$ cat src/rtl/itmr_pkg.sv
package itmr_pkg;
  localparam int unsigned ADDR_STATUS = 0;
  localparam int unsigned ADDR_CTRL   = 1;
  localparam int unsigned ADDR_PER_LO = 2;
  localparam int unsigned ADDR_PER_HI = 3;
  localparam int unsigned ADDR_CAP_LO = 4;
  localparam int unsigned ADDR_CAP_HI = 5;

  localparam int unsigned CTRL_IE_BIT    = 0;
  localparam int unsigned CTRL_CONT_BIT  = 1;
  localparam int unsigned CTRL_START_BIT = 2;
  localparam int unsigned CTRL_STOP_BIT  = 3;
  localparam int unsigned CTRL_W         = 4;

  typedef struct packed {
    logic perLoWr;
    logic perHiWr;
    logic step;
    logic capTake;
  } dpStrobes_t;
endpackage

$ cat src/rtl/itmr_control.sv
module itmr_control
  import itmr_pkg::*;
#(
  parameter int unsigned ADDR_W = 3
) (
  input  logic              clk,
  input  logic              rstN,
  input  logic [ADDR_W-1:0] busAddr,
  input  logic              busWrEn,
  input  logic [CTRL_W-1:0] ctrlBits,
  input  logic              countZero,
  output dpStrobes_t        strb,
  output logic              runFlag,
  output logic              toFlag,
  output logic              ieBit,
  output logic              contBit
);
  logic wrStatus, wrCtrl, wrPerLo, wrPerHi, wrCap, perWr, terminal;

  assign wrStatus = busWrEn && (busAddr == ADDR_W'(ADDR_STATUS));
  assign wrCtrl   = busWrEn && (busAddr == ADDR_W'(ADDR_CTRL));
  assign wrPerLo  = busWrEn && (busAddr == ADDR_W'(ADDR_PER_LO));
  assign wrPerHi  = busWrEn && (busAddr == ADDR_W'(ADDR_PER_HI));
  assign wrCap    = busWrEn && ((busAddr == ADDR_W'(ADDR_CAP_LO)) ||
                                (busAddr == ADDR_W'(ADDR_CAP_HI)));
  assign perWr    = wrPerLo || wrPerHi;
  // a period write pre-empts the counter in this cycle, so no timeout either
  assign terminal = runFlag && countZero && !perWr;

  always_comb begin
    strb.perLoWr = wrPerLo;
    strb.perHiWr = wrPerHi;
    strb.step    = runFlag && !perWr;
    strb.capTake = wrCap;
  end

  always_ff @(posedge clk or negedge rstN) begin
    if (!rstN) begin
      runFlag <= 1'b0;
      toFlag  <= 1'b0;
      ieBit   <= 1'b0;
      contBit <= 1'b0;
    end else begin
      if (terminal)      toFlag <= 1'b1;
      else if (wrStatus) toFlag <= 1'b0;

      if (perWr)                                   runFlag <= 1'b0;
      else if (wrCtrl && ctrlBits[CTRL_STOP_BIT])  runFlag <= 1'b0;
      else if (wrCtrl && ctrlBits[CTRL_START_BIT]) runFlag <= 1'b1;
      else if (terminal && !contBit)               runFlag <= 1'b0;

      if (wrCtrl) begin
        ieBit   <= ctrlBits[CTRL_IE_BIT];
        contBit <= ctrlBits[CTRL_CONT_BIT];
      end
    end
  end
endmodule

$ cat src/rtl/itmr_datapath.sv
module itmr_datapath
  import itmr_pkg::*;
#(
  parameter int unsigned DATA_W = 16,
  localparam int unsigned CNT_W = 2 * DATA_W
) (
  input  logic              clk,
  input  logic              rstN,
  input  dpStrobes_t        strb,
  input  logic [DATA_W-1:0] wrData,
  output logic [CNT_W-1:0]  periodVal,
  output logic [CNT_W-1:0]  countVal,
  output logic [CNT_W-1:0]  capVal,
  output logic              countZero
);
  logic [CNT_W-1:0] nextPeriod;

  assign countZero = (countVal == '0);

  always_comb begin
    nextPeriod = periodVal;
    if (strb.perLoWr) nextPeriod[DATA_W-1:0]     = wrData;
    if (strb.perHiWr) nextPeriod[CNT_W-1:DATA_W] = wrData;
  end

  always_ff @(posedge clk or negedge rstN) begin
    if (!rstN) begin
      periodVal <= '1;
      countVal  <= '1;
      capVal    <= '0;
    end else begin
      periodVal <= nextPeriod;
      if (strb.perLoWr || strb.perHiWr) countVal <= nextPeriod;
      else if (strb.step)               countVal <= countZero ? periodVal : countVal - CNT_W'(1);
      if (strb.capTake) capVal <= countVal;
    end
  end
endmodule

$ cat src/rtl/itmr_top.sv
module itmr_top
  import itmr_pkg::*;
#(
  parameter int unsigned DATA_W = 16,
  parameter int unsigned ADDR_W = 3
) (
  input  logic              clk,
  input  logic              rstN,
  input  logic [ADDR_W-1:0] busAddr,
  input  logic              busWrEn,
  input  logic [DATA_W-1:0] busWrData,
  output logic [DATA_W-1:0] busRdData,
  output logic              irqOut
);
  localparam int unsigned CNT_W = 2 * DATA_W;

  dpStrobes_t       strb;
  logic             runFlag, toFlag, ieBit, contBit, countZero;
  logic [CNT_W-1:0] periodVal, countVal, capVal;

  itmr_control #(.ADDR_W(ADDR_W)) u_ctrl (
    .clk(clk), .rstN(rstN), .busAddr(busAddr), .busWrEn(busWrEn),
    .ctrlBits(busWrData[CTRL_W-1:0]), .countZero(countZero), .strb(strb),
    .runFlag(runFlag), .toFlag(toFlag), .ieBit(ieBit), .contBit(contBit)
  );

  itmr_datapath #(.DATA_W(DATA_W)) u_dp (
    .clk(clk), .rstN(rstN), .strb(strb), .wrData(busWrData),
    .periodVal(periodVal), .countVal(countVal), .capVal(capVal),
    .countZero(countZero)
  );

  assign irqOut = toFlag && ieBit;

  always_comb begin
    busRdData = '0;
    case (busAddr)
      ADDR_W'(ADDR_STATUS): busRdData[1:0] = {runFlag, toFlag};
      ADDR_W'(ADDR_CTRL):   busRdData[1:0] = {contBit, ieBit};
      ADDR_W'(ADDR_PER_LO): busRdData = periodVal[DATA_W-1:0];
      ADDR_W'(ADDR_PER_HI): busRdData = periodVal[CNT_W-1:DATA_W];
      ADDR_W'(ADDR_CAP_LO): busRdData = capVal[DATA_W-1:0];
      ADDR_W'(ADDR_CAP_HI): busRdData = capVal[CNT_W-1:DATA_W];
      default:              busRdData = '0;
    endcase
  end
endmodule

$ cat config.mk
export PLATFORM = sky130hd
export DESIGN_NAME = itmr_top
export DESIGN_NICKNAME = d
export VERILOG_FILES = /design/src/rtl/itmr_pkg.sv /design/src/rtl/itmr_control.sv /design/src/rtl/itmr_datapath.sv /design/src/rtl/itmr_top.sv
export SDC_FILE = /design/constraint.sdc
export NUM_CORES = 1
export LEC_CHECK = 0
export BUFFER_PORTS_ARGS = -buffer_cell sky130_fd_sc_hd__buf_2
export CORE_MARGIN = 3
export CORE_UTILIZATION = 30
export DETAILED_ROUTE_END_ITERATION = 8
export MAX_ROUTING_LAYER = met4
export REMOVE_ABC_BUFFERS = 1
export SLEW_MARGIN = 5
export SYNTH_ARGS = -nofsm -noshare
export SYNTH_HDL_FRONTEND = slang
export SYNTH_SLANG_ARGS = --single-unit
$ cat constraint.sdc
create_clock -name clk -period 4.3 [get_ports clk]
set_input_delay 0.86 -clock clk [delete_from_list [all_inputs] [get_ports clk]]
set_output_delay 0.86 -clock clk [all_outputs]
set_load 0.02 [all_outputs]
# Yosys cells after proc, flatten, opt, wreduce, memory -nomap -nowiden
# Index checks and enable logic that the tools add are counted.
# Widths: inputs -> output; s select.
dict set report totals {
  elab_cells 47
  register_bits 100
  out_inout_bits 17
  input_bits 22
}
dict set report op_classes {
  n_addsub 1
  reduce_logical 21
  n_mux 13
  eq_ne 5
}
# operator n
set op_table {}
lappend op_table {{$mux 32} 3}
lappend op_table {{$pmux 14 s4} 1}
lappend op_table {{$logic_not 32->1} 1}
lappend op_table {{$mux 16} 2}
lappend op_table {{$sub 32x1->32 const B} 1}
lappend op_table {{$logic_and 1x1->1} 12}
lappend op_table {{$pmux 2 s6} 1}
lappend op_table {{$eq 3x2->1 const B} 2}
lappend op_table {{$eq 3x3->1 const B} 2}
lappend op_table {{$mux 1} 6}
lappend op_table {{$reduce_bool 2->1} 2}
lappend op_table {{$reduce_bool 4->1} 1}
lappend op_table {{$eq 3x1->1 const B} 1}
lappend op_table {{$logic_not 3->1} 1}
lappend op_table {{$logic_not 1->1} 2}
lappend op_table {{$logic_or 1x1->1} 2}

# Logic depth before layout (Yosys ltp)
dict set report logic_depth {
  word_depth 10
  ltp_mapped 10
  depth_no_buf 7
}

# Modules after synthesis
# A second synthesis with hierarchy kept.
dict set report hier_totals {
  hier_cells 544
  area_unflattened_um2 5710.5
}
# module seq_area_each_um2 instances area_per_inst_um2 cells_each
set modules_own_cells {}
lappend modules_own_cells {itmr_datapath 2482.4 1 4897.2 453}
lappend modules_own_cells {itmr_top 0.0 1 526.8 61}
lappend modules_own_cells {itmr_control 100.1 1 286.5 30}

# Worst setup path before layout
# Ideal clock, no wire load.
dict set report synth_timing {
  path_type {input -> output}
  start {input busAddr[0]}
  end {output busRdData[10]}
  n_path_buf 3
  cell_stages 6
  arrival_time_ns 2.475
  t_required_ns 3.440
  path_slack_ns 0.965
  cell_sequence {buf_2 clkbuf_1 buf_1 mux2i_1 o22a_1 nor2_1}
}
dict set report synth_via {
  elab_chain_cells 2
  word_cells_on_any_way 5
  classes_between {eq/ne (4); mux (1)}
}
# element line
set synth_rtl {}
lappend synth_rtl {{start: declaration} itmr_top.sv:9} ;# input logic [ADDR_W-1:0] busAddr,
lappend synth_rtl {{$eq 3x3->1 or $eq 3x2->1 (tied branches)} itmr_top.sv:37} ;# case (busAddr)
lappend synth_rtl {{$pmux 14 s4 (*)} itmr_top.sv:37}
lappend synth_rtl {{end: declaration} itmr_top.sv:12} ;# output logic [DATA_W-1:0] busRdData,
# Mark *: on every way between the ends. The rest lies on a longest branch, timed or not.

# Worst setup path after layout
dict set report layout_timing {
  start {input busAddr[0]}
  end {output busRdData[7]}
}
# The elaborated chain is that of the path after synthesis.

==> flow_summary.yaml <==
outcome:
  outcome: "completed"
global_route:
  antenna_found_initial: 0
  grt_use_total_pct: 15.7
  grt_max_degree: 101
  grt.overflow.total: 0
  grt_pass1_wl_um: 26300
  grt_pass1_vias: 4560
cells_and_area:
  syn_to_final_growth_pct: 12.8
  drive_gt1_share_pct: 36.0
  nets: 613
  final_cell_mix: "71 x mux2i_1, 66 x mux2_2, 64 x dfstp_2, 60 x nor2_1"
  final_common_cell: "mux2i_1"
  fin_area_mm2: 0.00683
  diodes: 0
  final_cells: 857
  finalCoreUtilization_pct: 34.7
synthesis:
  synth_edf_count: 0
  synth-xor-area-share_pct: 3.62
  synthMuxAreaShare_pct: 24.0
  synth_top_family_by_area: "multiplexers"
  synth_top_area_cell: "dfstp_2"
  async_flop_share_pct: 100
  synthAdderAreaFrac_pct: 0.827
  avgSynthCellArea_um2: 10.7
  synth-main-ff-cell: "dfstp_2"
  ys_seq_elements: 100
  syn_area_mm2: 0.00605
  yosys.area_share.simple_pct: 14.3
  ys_seq_area_share_pct: 42.7
  synth_area_leaders: "dfstp_2 28%, dfrtp_1 15%, mux2_2 12%"
  synthDominantCellAreaShare_pct: 27.8
  synth_cells: 565
  synth_compound_area_share_pct: 11.3
  ys_types: 51
  yosysWarnings: 0
power:
  p_leak_nw: 2.83
  power_density_mw_per_mm2: 579
  p_sw_share_pct: 35.8
  pwr-share-comb_pct: 32.0
  finalPower_mw: 3.95
  power.switching_mw: 1.41
  ir_worst_vdd_uv: 223
  clkPwrFrac_pct: 21.2
  p_int_mw: 2.54
  p_seq_share_pct: 46.8
min_path:
  min_path_type: "flip-flop to flip-flop"
timing:
  period_share_pct: 74.6
  setup_violations: 0
  timing.hold.ws_ns: 0.479
  slew_headroom_pct: 30.7
  fin_worst_skew_ns: 0.0120
  tns_ns: 0
  slew_violations: 0
  tightest_slew_ns: 1.04
  fin_ws_ns: 1.09
  rsz0062_at_grt: "false"
  hold_viol_final: 0
  max_freq_mhz: 312
  min_period_ns: 3.21
placed_design:
  io_buffers: 38
  postPlaceCellArea_mm2: 0.00653
  routabilityCongestion: 0.814
  place_ws_ns: 1.07
  hpwl_um: 10900
  place_inst: 841
clock_network:
  clkLatencyLatePin_ns: 0.36
  cts_tree: "yes"
  cts_root_buffer: "clkbuf_16"
  clk_path_buf_depth: 2
  clk_pin_slew_ns: 0.07
  cts-buffers-inserted: 9
  ctsHoldBuffers: 0
  postCtsSetupRepairBufs: 0
  ctsResizeCount: 0
  htreeDepth: 3
  numClockSinks: 100
critical_path:
  end_kind: "output port"
  slowest_delay_ns: 0.51
  path_buf_inv: 3
  crit_fanout: 39
  crit_family: "buffers and inverters"
  path_class: "primary input to output port"
  critPathArrivalTime_ns: 2.35
  required_ns: 3.44
  start_kind: "primary input"
  worstPathCellList: "buf_4 > buf_12 > mux2i_1 > o22a_1 > nor2_1 > buf_2"
  slowest_stage: "buf_4"
route:
  routedWlPerCell_um: 19.0
  drt-pass1-iter-count: 5
  postRouteAntennaNets: 0
  totalWireLength_um: 16300
  drtIter0Drc: 356
  vias: 4563
  routed_via_density: 5.32
  drc_errors: 0
die:
  die_h_um: 148
  die_w_um: 148
  pin_count: 39
  start_util_pct: 30.8
  coreArea_mm2: 0.0197
  std_cell_rows: 51
  dieArea_mm2: 0.0219
flow_run:
  cap_violations: 0
flip-flops by register name, summed over array words and instances, names as in the netlist:
name / cells
u_dp.countVal: 32
u_ctrl.runFlag: 1
u_dp.periodVal: 32
u_ctrl.ieBit: 1
u_dp.capVal: 32
u_ctrl.toFlag: 1
u_ctrl.contBit: 1
cells by family (layout without fill, tap and decap cells):
family / after synthesis / after routing
compound gates: 96 / 96
xor+xnor: 25 / 25
fa+ha+maj: 4 / 4
buf+inv: 45 / 72
flops: 100 / 100
mux: 137 / 137
simple gates: 158 / 158
cell type report:
cell class | count | area (um2)
fillers | 2053 | 12800
multi-input cells | 420 | 3280
flip-flops and latches | 100 | 2580
well taps | 265 | 332
repair buffers | 50 | 310
clock buffers | 14 | 264
clock inverters | 2 | 35.0
inverters | 6 | 22.5
worst reg2reg max path, stage by stage (launching register included):
cell and delay, ns:
dfstp_2 0.41, nor4_4 0.47, nand4b_4 0.24, or4_1 0.88
nor2_1 0.55, a221o_1 0.24
final timing paths:
path,from,endpoint,slack (ns),depth (start not counted)
setup / recovery,busAddr[0],busRdData[7],1.09,6
hold / removal,u_dp.capVal[1],u_dp.capVal[1],0.48,2
setup reg to reg,u_dp.countVal[22],u_dp.countVal[18],1.45,5
hold reg to reg,u_dp.capVal[1],u_dp.capVal[1],0.48,2
max in group asynchronous,rstN,u_dp.countVal[20],3.30,2
min in group asynchronous,rstN,u_dp.capVal[1],0.53,2
power groups by stage:
| stage | Clock (mW) | Combinational [mW] | Sequential [mW] |
|---|---|---|---|
| 2_1_floorplan | 0 | 0.984 | 1.71 |
| 3_3_place_gp | 0 | 1.24 | 1.85 |
| 3_5_place_dp | 0 | 1.26 | 1.86 |
| 4_1_cts | 0.859 | 1.26 | 1.85 |
| 5_1_grt | 0.896 | 1.41 | 1.91 |
| 6_report | 0.838 | 1.26 | 1.85 |
synthesized netlist by cell type (all sizes together), types with 2 or more instances:
cell,count
o31a,2
mux2,66
o21ai,22
dfstp,64
or3,2
o22a,14
nor4b,2
nor4,12
o211ai,9
nand4,6
a31oi,17
nand4b,2
or2,4
nand3,24
clkbuf,23
a211oi,2
xor2,6
buf,16
nor2,61
mux2i,71
nor3,13
nand2,18
and3,3
o31ai,3
o221ai,9
a21oi,5
a221o,5
a31o,5
xnor2,19
nand2b,2
ha,4
dfrtp,36
or4,4
inv,6
layer usage:
metal	part of all wire, %	track usage [%]	wire length [um]	vias up
li1	-	-	-	2147
met1	49	22.4	8040	2302
met2	44	22.8	7220	102
met3	5.4	4.02	879	12
met4	0.78	3.00	127	0
met5	0	-	0	-
Note: power is estimated with default switching activity, not from simulation.
